### config.mk
export PLATFORM = sky130hd
export DESIGN_NAME = txl_serial_link
export DESIGN_NICKNAME = d
export VERILOG_FILES = /design/src/rtl/txl_pkg.sv /design/src/rtl/txl_wake_ctrl.sv /design/src/rtl/txl_bitclk_gen.sv /design/src/rtl/txl_capture.sv /design/src/rtl/txl_serial_link.sv
export SDC_FILE = /design/constraint.sdc
export NUM_CORES = 1
export LEC_CHECK = 0
export BUFFER_PORTS_ARGS = -buffer_cell sky130_fd_sc_hd__buf_2
export CAP_MARGIN = 5
export CORE_MARGIN = 5
export CORE_UTILIZATION = 50
export CTS_CLUSTER_DIAMETER = 150
export CTS_CLUSTER_SIZE = 8
export DETAILED_ROUTE_END_ITERATION = 12
export GPL_ROUTABILITY_DRIVEN = 0
export HOLD_SLACK_MARGIN = 0.1
export PLACE_DENSITY = 0.76
export SLEW_MARGIN = 10
export SYNTH_ARGS = -nofsm -noshare
export SYNTH_HDL_FRONTEND = slang
export SYNTH_HIERARCHICAL = 1
export SYNTH_SLANG_ARGS = --single-unit
### constraint.sdc
create_clock -name clk -period 3.4 [get_ports clk]
set_input_delay 0.17 -clock clk [delete_from_list [all_inputs] [get_ports clk]]
set_output_delay 0.17 -clock clk [all_outputs]
set_load 0.03 [all_outputs]
### src/rtl/txl_pkg.sv
package txl_pkg;
  typedef enum logic [1:0] {
    ST_SLEEP = 2'd0,
    ST_WAKE  = 2'd1,
    ST_RUN   = 2'd2
  } link_state_t;
endpackage

### src/rtl/txl_wake_ctrl.sv
// Sleep sampling, wake delay counter, power-down and modulator reset.
module txl_wake_ctrl
  import txl_pkg::*;
#(
  parameter int WAKE_CYCLES = 24
) (
  input  logic clk,
  input  logic rst,
  input  logic sleep_req,
  output logic run_enter,
  output logic run_keep,
  output logic pwr_down,
  output logic mod_reset
);
  localparam int CW = $clog2(WAKE_CYCLES + 1);
  localparam logic [CW-1:0] LAST = CW'(WAKE_CYCLES - 1);

  logic          sleep_s;
  link_state_t   st_q;
  logic [CW-1:0] cnt_q;

  // sleep request is taken on the falling master edge
  always_ff @(negedge clk) begin
    if (rst) sleep_s <= 1'b1;
    else     sleep_s <= sleep_req;
  end

  assign run_enter = (st_q == ST_WAKE) && !sleep_s && (cnt_q == LAST);
  assign run_keep  = (st_q == ST_RUN) && !sleep_s;

  always_ff @(posedge clk) begin
    if (rst) begin
      st_q      <= ST_SLEEP;
      cnt_q     <= '0;
      pwr_down  <= 1'b1;
      mod_reset <= 1'b0;
    end else begin
      pwr_down  <= sleep_s;
      mod_reset <= run_enter;
      unique case (st_q)
        ST_SLEEP: begin
          if (!sleep_s) begin
            st_q  <= ST_WAKE;
            cnt_q <= '0;
          end
        end
        ST_WAKE: begin
          if (sleep_s) begin
            st_q  <= ST_SLEEP;       // abandoned delay restarts later
            cnt_q <= '0;
          end else if (run_enter) begin
            st_q  <= ST_RUN;
          end else begin
            cnt_q <= cnt_q + 1'b1;
          end
        end
        ST_RUN: begin
          if (sleep_s) st_q <= ST_SLEEP;
        end
        default: st_q <= ST_SLEEP;
      endcase
    end
  end
endmodule

### src/rtl/txl_bitclk_gen.sv
// Bit clock divider and oversampling tick, both registered.
module txl_bitclk_gen #(
  parameter int DIV = 48,
  parameter int OVS = 16
) (
  input  logic clk,
  input  logic rst,
  input  logic run_enter,
  input  logic run_keep,
  output logic bit_clk,
  output logic sample_tick,
  output logic fall_now
);
  localparam int HALF = DIV / 2;
  localparam int TDIV = DIV / OVS;
  localparam int TPH  = HALF % TDIV;
  localparam int DW   = $clog2(DIV);

  logic [DW-1:0] div_q, div_nxt;
  logic          tick_nxt;

  assign div_nxt  = (div_q == DW'(DIV - 1)) ? '0 : div_q + 1'b1;
  assign fall_now = run_keep && (div_nxt == DW'(HALF));

  always_ff @(posedge clk) begin
    if (rst || !(run_enter || run_keep)) begin
      div_q   <= '0;
      bit_clk <= 1'b0;
    end else if (run_enter) begin
      div_q   <= '0;
      bit_clk <= 1'b1;
    end else begin
      div_q   <= div_nxt;
      bit_clk <= (div_nxt < DW'(HALF));
    end
  end

  generate
    if (TDIV == 1) begin : g_tick_every
      assign tick_nxt = 1'b1;
    end else begin : g_tick_count
      localparam int TW = $clog2(TDIV);
      logic [TW-1:0] tph_q, tph_nxt;
      assign tph_nxt  = (tph_q == TW'(TDIV - 1)) ? '0 : tph_q + 1'b1;
      assign tick_nxt = (tph_nxt == TW'(TPH));
      always_ff @(posedge clk) begin
        if (rst || run_enter || !run_keep) tph_q <= '0;
        else                               tph_q <= tph_nxt;
      end
    end
  endgenerate

  always_ff @(posedge clk) begin
    if (rst || !run_keep) sample_tick <= 1'b0;
    else                  sample_tick <= tick_nxt;
  end
endmodule

### src/rtl/txl_capture.sv
// Captures serial data at the falling bit clock transition.
module txl_capture (
  input  logic clk,
  input  logic rst,
  input  logic fall_now,
  input  logic ser_din,
  output logic bit_strobe,
  output logic bit_value
);
  always_ff @(posedge clk) begin
    if (rst) begin
      bit_strobe <= 1'b0;
      bit_value  <= 1'b0;
    end else begin
      bit_strobe <= fall_now;
      if (fall_now) bit_value <= ser_din;
    end
  end
endmodule

### src/rtl/txl_serial_link.sv
module txl_serial_link #(
  parameter int WAKE_CYCLES = 24,
  parameter int DIV         = 48,
  parameter int OVS         = 16
) (
  input  logic clk,
  input  logic rst,
  input  logic sleep_req,
  input  logic ser_din,
  output logic bit_clk,
  output logic bit_strobe,
  output logic bit_value,
  output logic sample_tick,
  output logic mod_reset,
  output logic pwr_down
);
  logic run_enter, run_keep, fall_now;

  txl_wake_ctrl #(.WAKE_CYCLES(WAKE_CYCLES)) i_wake (
    .clk(clk), .rst(rst), .sleep_req(sleep_req),
    .run_enter(run_enter), .run_keep(run_keep),
    .pwr_down(pwr_down), .mod_reset(mod_reset)
  );

  txl_bitclk_gen #(.DIV(DIV), .OVS(OVS)) i_bclk (
    .clk(clk), .rst(rst), .run_enter(run_enter), .run_keep(run_keep),
    .bit_clk(bit_clk), .sample_tick(sample_tick), .fall_now(fall_now)
  );

  txl_capture i_cap (
    .clk(clk), .rst(rst), .fall_now(fall_now), .ser_din(ser_din),
    .bit_strobe(bit_strobe), .bit_value(bit_value)
  );
endmodule

==> results.json <==
{
  "syn_inst": 99,
  "report.final.hold_viol_count": 0,
  "cts_tree": "done",
  "path_clk_slew_ns": 0.12,
  "arrival_ns": 3.37,
  "io_buffers": 9,
  "grt_pass1_wl_mm": 3.08,
  "clk_latency_ns": 0.36,
  "postSynthAreaPerCell_um2": 9.95,
  "crit_chain": "nor3b_1, nand2_1, nor4_2, mux2i_1, nor2_1",
  "vias_per_cell": 5.31,
  "dpl_worst_slack_ns": 0.211,
  "root_buffer": "clkbuf_4",
  "rows": 16,
  "fin_setup_tns_ns": 0,
  "cts_max_level": 1,
  "hold_path.class": "in2reg",
  "die_area_um2": 2960,
  "antenna_found_initial": 0,
  "start_util": 0.512,
  "status": "finished clean",
  "dr_total_vias": 738,
  "drt-initial-drc-count": 6,
  "post_drt_wl_per_cell_um": 12.5,
  "min_path_cells": 2,
  "worst_slew_pin_slew_ns": 0.393,
  "routed_wl_mm": 1.74,
  "worstSetupPathType": "reg2reg",
  "drive_above_1_share": 0.241,
  "cts_made_buffers": 3,
  "cpPeakStageDelay_ns": 0.34,
  "grt_pass1_vias": 681,
  "grt_max_degree": 13,
  "route.detailed.drc": 0,
  "holdPathEnd": "i_cap/bit_value$_SDFFE_PP0P_",
  "setup_viol": 0,
  "setup_slack_ns": 0.239,
  "r2r-start": "i_wake/sleep_s$_SDFF_NP1_",
  "power_leakage_uw": 0.000429,
  "regToRegSetupSlack_ns": 0.24,
  "netlist-cell-type-count": 41,
  "syn_area_um2": 985,
  "syn_to_final_growth_pct": 11.8,
  "grtUsageTotal": 0.145,
  "diodes": 0,
  "synth_seq_area_share": 0.447,
  "io_pins": 10,
  "peakVddDrop_v": 0.000236,
  "worst_clock_skew_ns": 0.0545,
  "nNetsFinal": 120,
  "dr.pass1.iters": 6,
  "overflow": 0,
  "worst-r2r-cell-count": 5,
  "cts_buffer_depth": 2,
  "floorplan.die.height_um": 54.4,
  "yosysWarnings": 6,
  "ant_nets": 0,
  "critPathRequiredTime_ns": 3.61,
  "timing.rr.end": "i_cap/bit_value$_SDFFE_PP0P_",
  "min_from": "rst",
  "cts_sinks": 22,
  "die_w_um": 54.4,
  "synth_ff_type": "dfxtp_1",
  "synth_edf_count": 0,
  "slew-limit-headroom": 0.736,
  "endpoint_kind": "flop",
  "finalMaxSlewViolations": 0,
  "core_um2": 1920,
  "cp-start-kind": "flop",
  "async_reset_ff_frac": 0,
  "powerDensity_nw_per_um2": 365,
  "startpoint": "i_wake/sleep_s$_SDFF_NP1_",
  "syn_nets": 106,
  "post-cts-setup-buffers": 0,
  "grt_setup_unrepaired": "false",
  "worstPathMaxFanout": 4,
  "dp_hpwl_mm": 1.34,
  "synth-seq-cells": 22,
  "max-cap-violations": 0,
  "crit_slowest_cell": "dfxtp_1"
}
-- layer usage --
layer	part of all wire	global-route usage	wire (um)
met5	0	0	0
met4	0.015	0.0747	26
met3	0.039	0.0245	68
met2	0.46	0.207	800
met1	0.48	0.207	840
-- worst max path at each step --
stage | endpoint | slack (ns) | depth (start not counted)
floorplan | i_cap/bit_value$_SDFFE_PP0P_ | 0.38 | 5
global placement | i_cap/bit_value$_SDFFE_PP0P_ | 0.28 | 5
detailed placement | i_cap/bit_value$_SDFFE_PP0P_ | 0.21 | 5
CTS | i_cap/bit_value$_SDFFE_PP0P_ | 0.17 | 5
global route | i_bclk/div_q[3]$_SDFF_PP0_ | 0.03 | 5
finish | i_cap/bit_value$_SDFFE_PP0P_ | 0.24 | 5
-- worst max-delay path: cells and delay by family, from the launching register on --
| family | cells | cell delay [ns] |
|---|---|---|
| DFF | 1 | 0.34 |
| muxes | 1 | 0.23 |
| and+or+nand+nor | 4 | 0.74 |
-- power breakdown --
| group | total [uW] | internal (uW) | switching (uW) |
|---|---|---|---|
| Sequential | 261 | 260 | 1.82 |
| Clock | 126 | 44.4 | 81.3 |
| Combinational | 14.7 | 6.31 | 8.35 |
| Total | 402 | 310 | 91.5 |
-- cell families after synthesis --
group	count (synthesis)	share of synthesized area
flip-flops	22	0.447
AO/OA/AOI/OAI	14	0.137
adder cells (fa/ha/maj)	3	0.0381
AND/OR/NAND/NOR	47	0.286
multiplexers	3	0.0318
XOR/XNOR	4	0.0356
buffers and inverters	6	0.0241
-- state kept, by name, summed over array words and instances, names as in the netlist --
register and flops:
i_bclk/div_q 6, i_bclk/bit_clk 1, i_bclk/g_tick_count.tph_q 2, i_wake/mod_reset 1
i_cap/bit_value 1, i_wake/cnt_q 5, i_wake/pwr_down 1, i_cap/bit_strobe 1
i_wake/sleep_s 1, i_bclk/sample_tick 1, i_wake/st_q 2
-- cells in the final DEF, fill, tap and decap left out, types with 2 or more instances in the layout --
| master | count |
|---|---|
| and3_1 | 2 |
| o22ai_1 | 2 |
| clkbuf_4 | 3 |
| nor2_1 | 13 |
| nand2_1 | 4 |
| nand3_1 | 4 |
| a31oi_1 | 2 |
| mux2i_1 | 2 |
| xnor2_1 | 3 |
| ha_1 | 3 |
| nor3_1 | 5 |
| inv_1 | 5 |
| dfxtp_1 | 22 |
| nand2b_1 | 3 |
| buf_2 | 9 |
| nor3b_1 | 2 |
-- synth_stat cells, types with 2 or more instances --
cell / instances / area share
nor3_1: 5 / 0.025
a31oi_1: 2 / 0.013
nor2_1: 13 / 0.050
nand2b_1: 3 / 0.019
nor3b_1: 2 / 0.015
o22ai_1: 2 / 0.013
nand3_1: 4 / 0.020
ha_1: 3 / 0.038
nand2_1: 4 / 0.015
mux2i_1: 2 / 0.020
dfxtp_1: 22 / 0.45
inv_1: 5 / 0.019
and3_1: 2 / 0.013
xnor2_1: 3 / 0.027
-- what timing repair did --
item,CTS,global route
hold buffers,1,0
endpoints found under the hold margin,1,0
endpoints found under the setup margin,0,1
gates resized for setup,0,1
-- per-stage QoR --
step,cell area (um2),total power [uW],util,hold WS (ns),instances
after floorplan,985,279,-,0.240,99
after global placement,1060,284,0.551,0.409,134
after global routing,1100,422,0.573,0.187,139
final,1100,402,0.573,0.182,139
after detailed placement,1060,285,0.551,0.408,134
after CTS,1090,409,0.570,0.164,139
-- layout make-up --
class / count / area, um2
Fill cell: 200 / 821
Multi-Input combinational cell: 71 / 527
Sequential cell: 22 / 440
Timing Repair Buffer: 10 / 55.1
Tap cell: 27 / 33.8
Clock buffer: 3 / 22.5
Inverter: 4 / 15.0
Clock inverter: 2 / 7.51
Power figures use the tool's default switching activity.
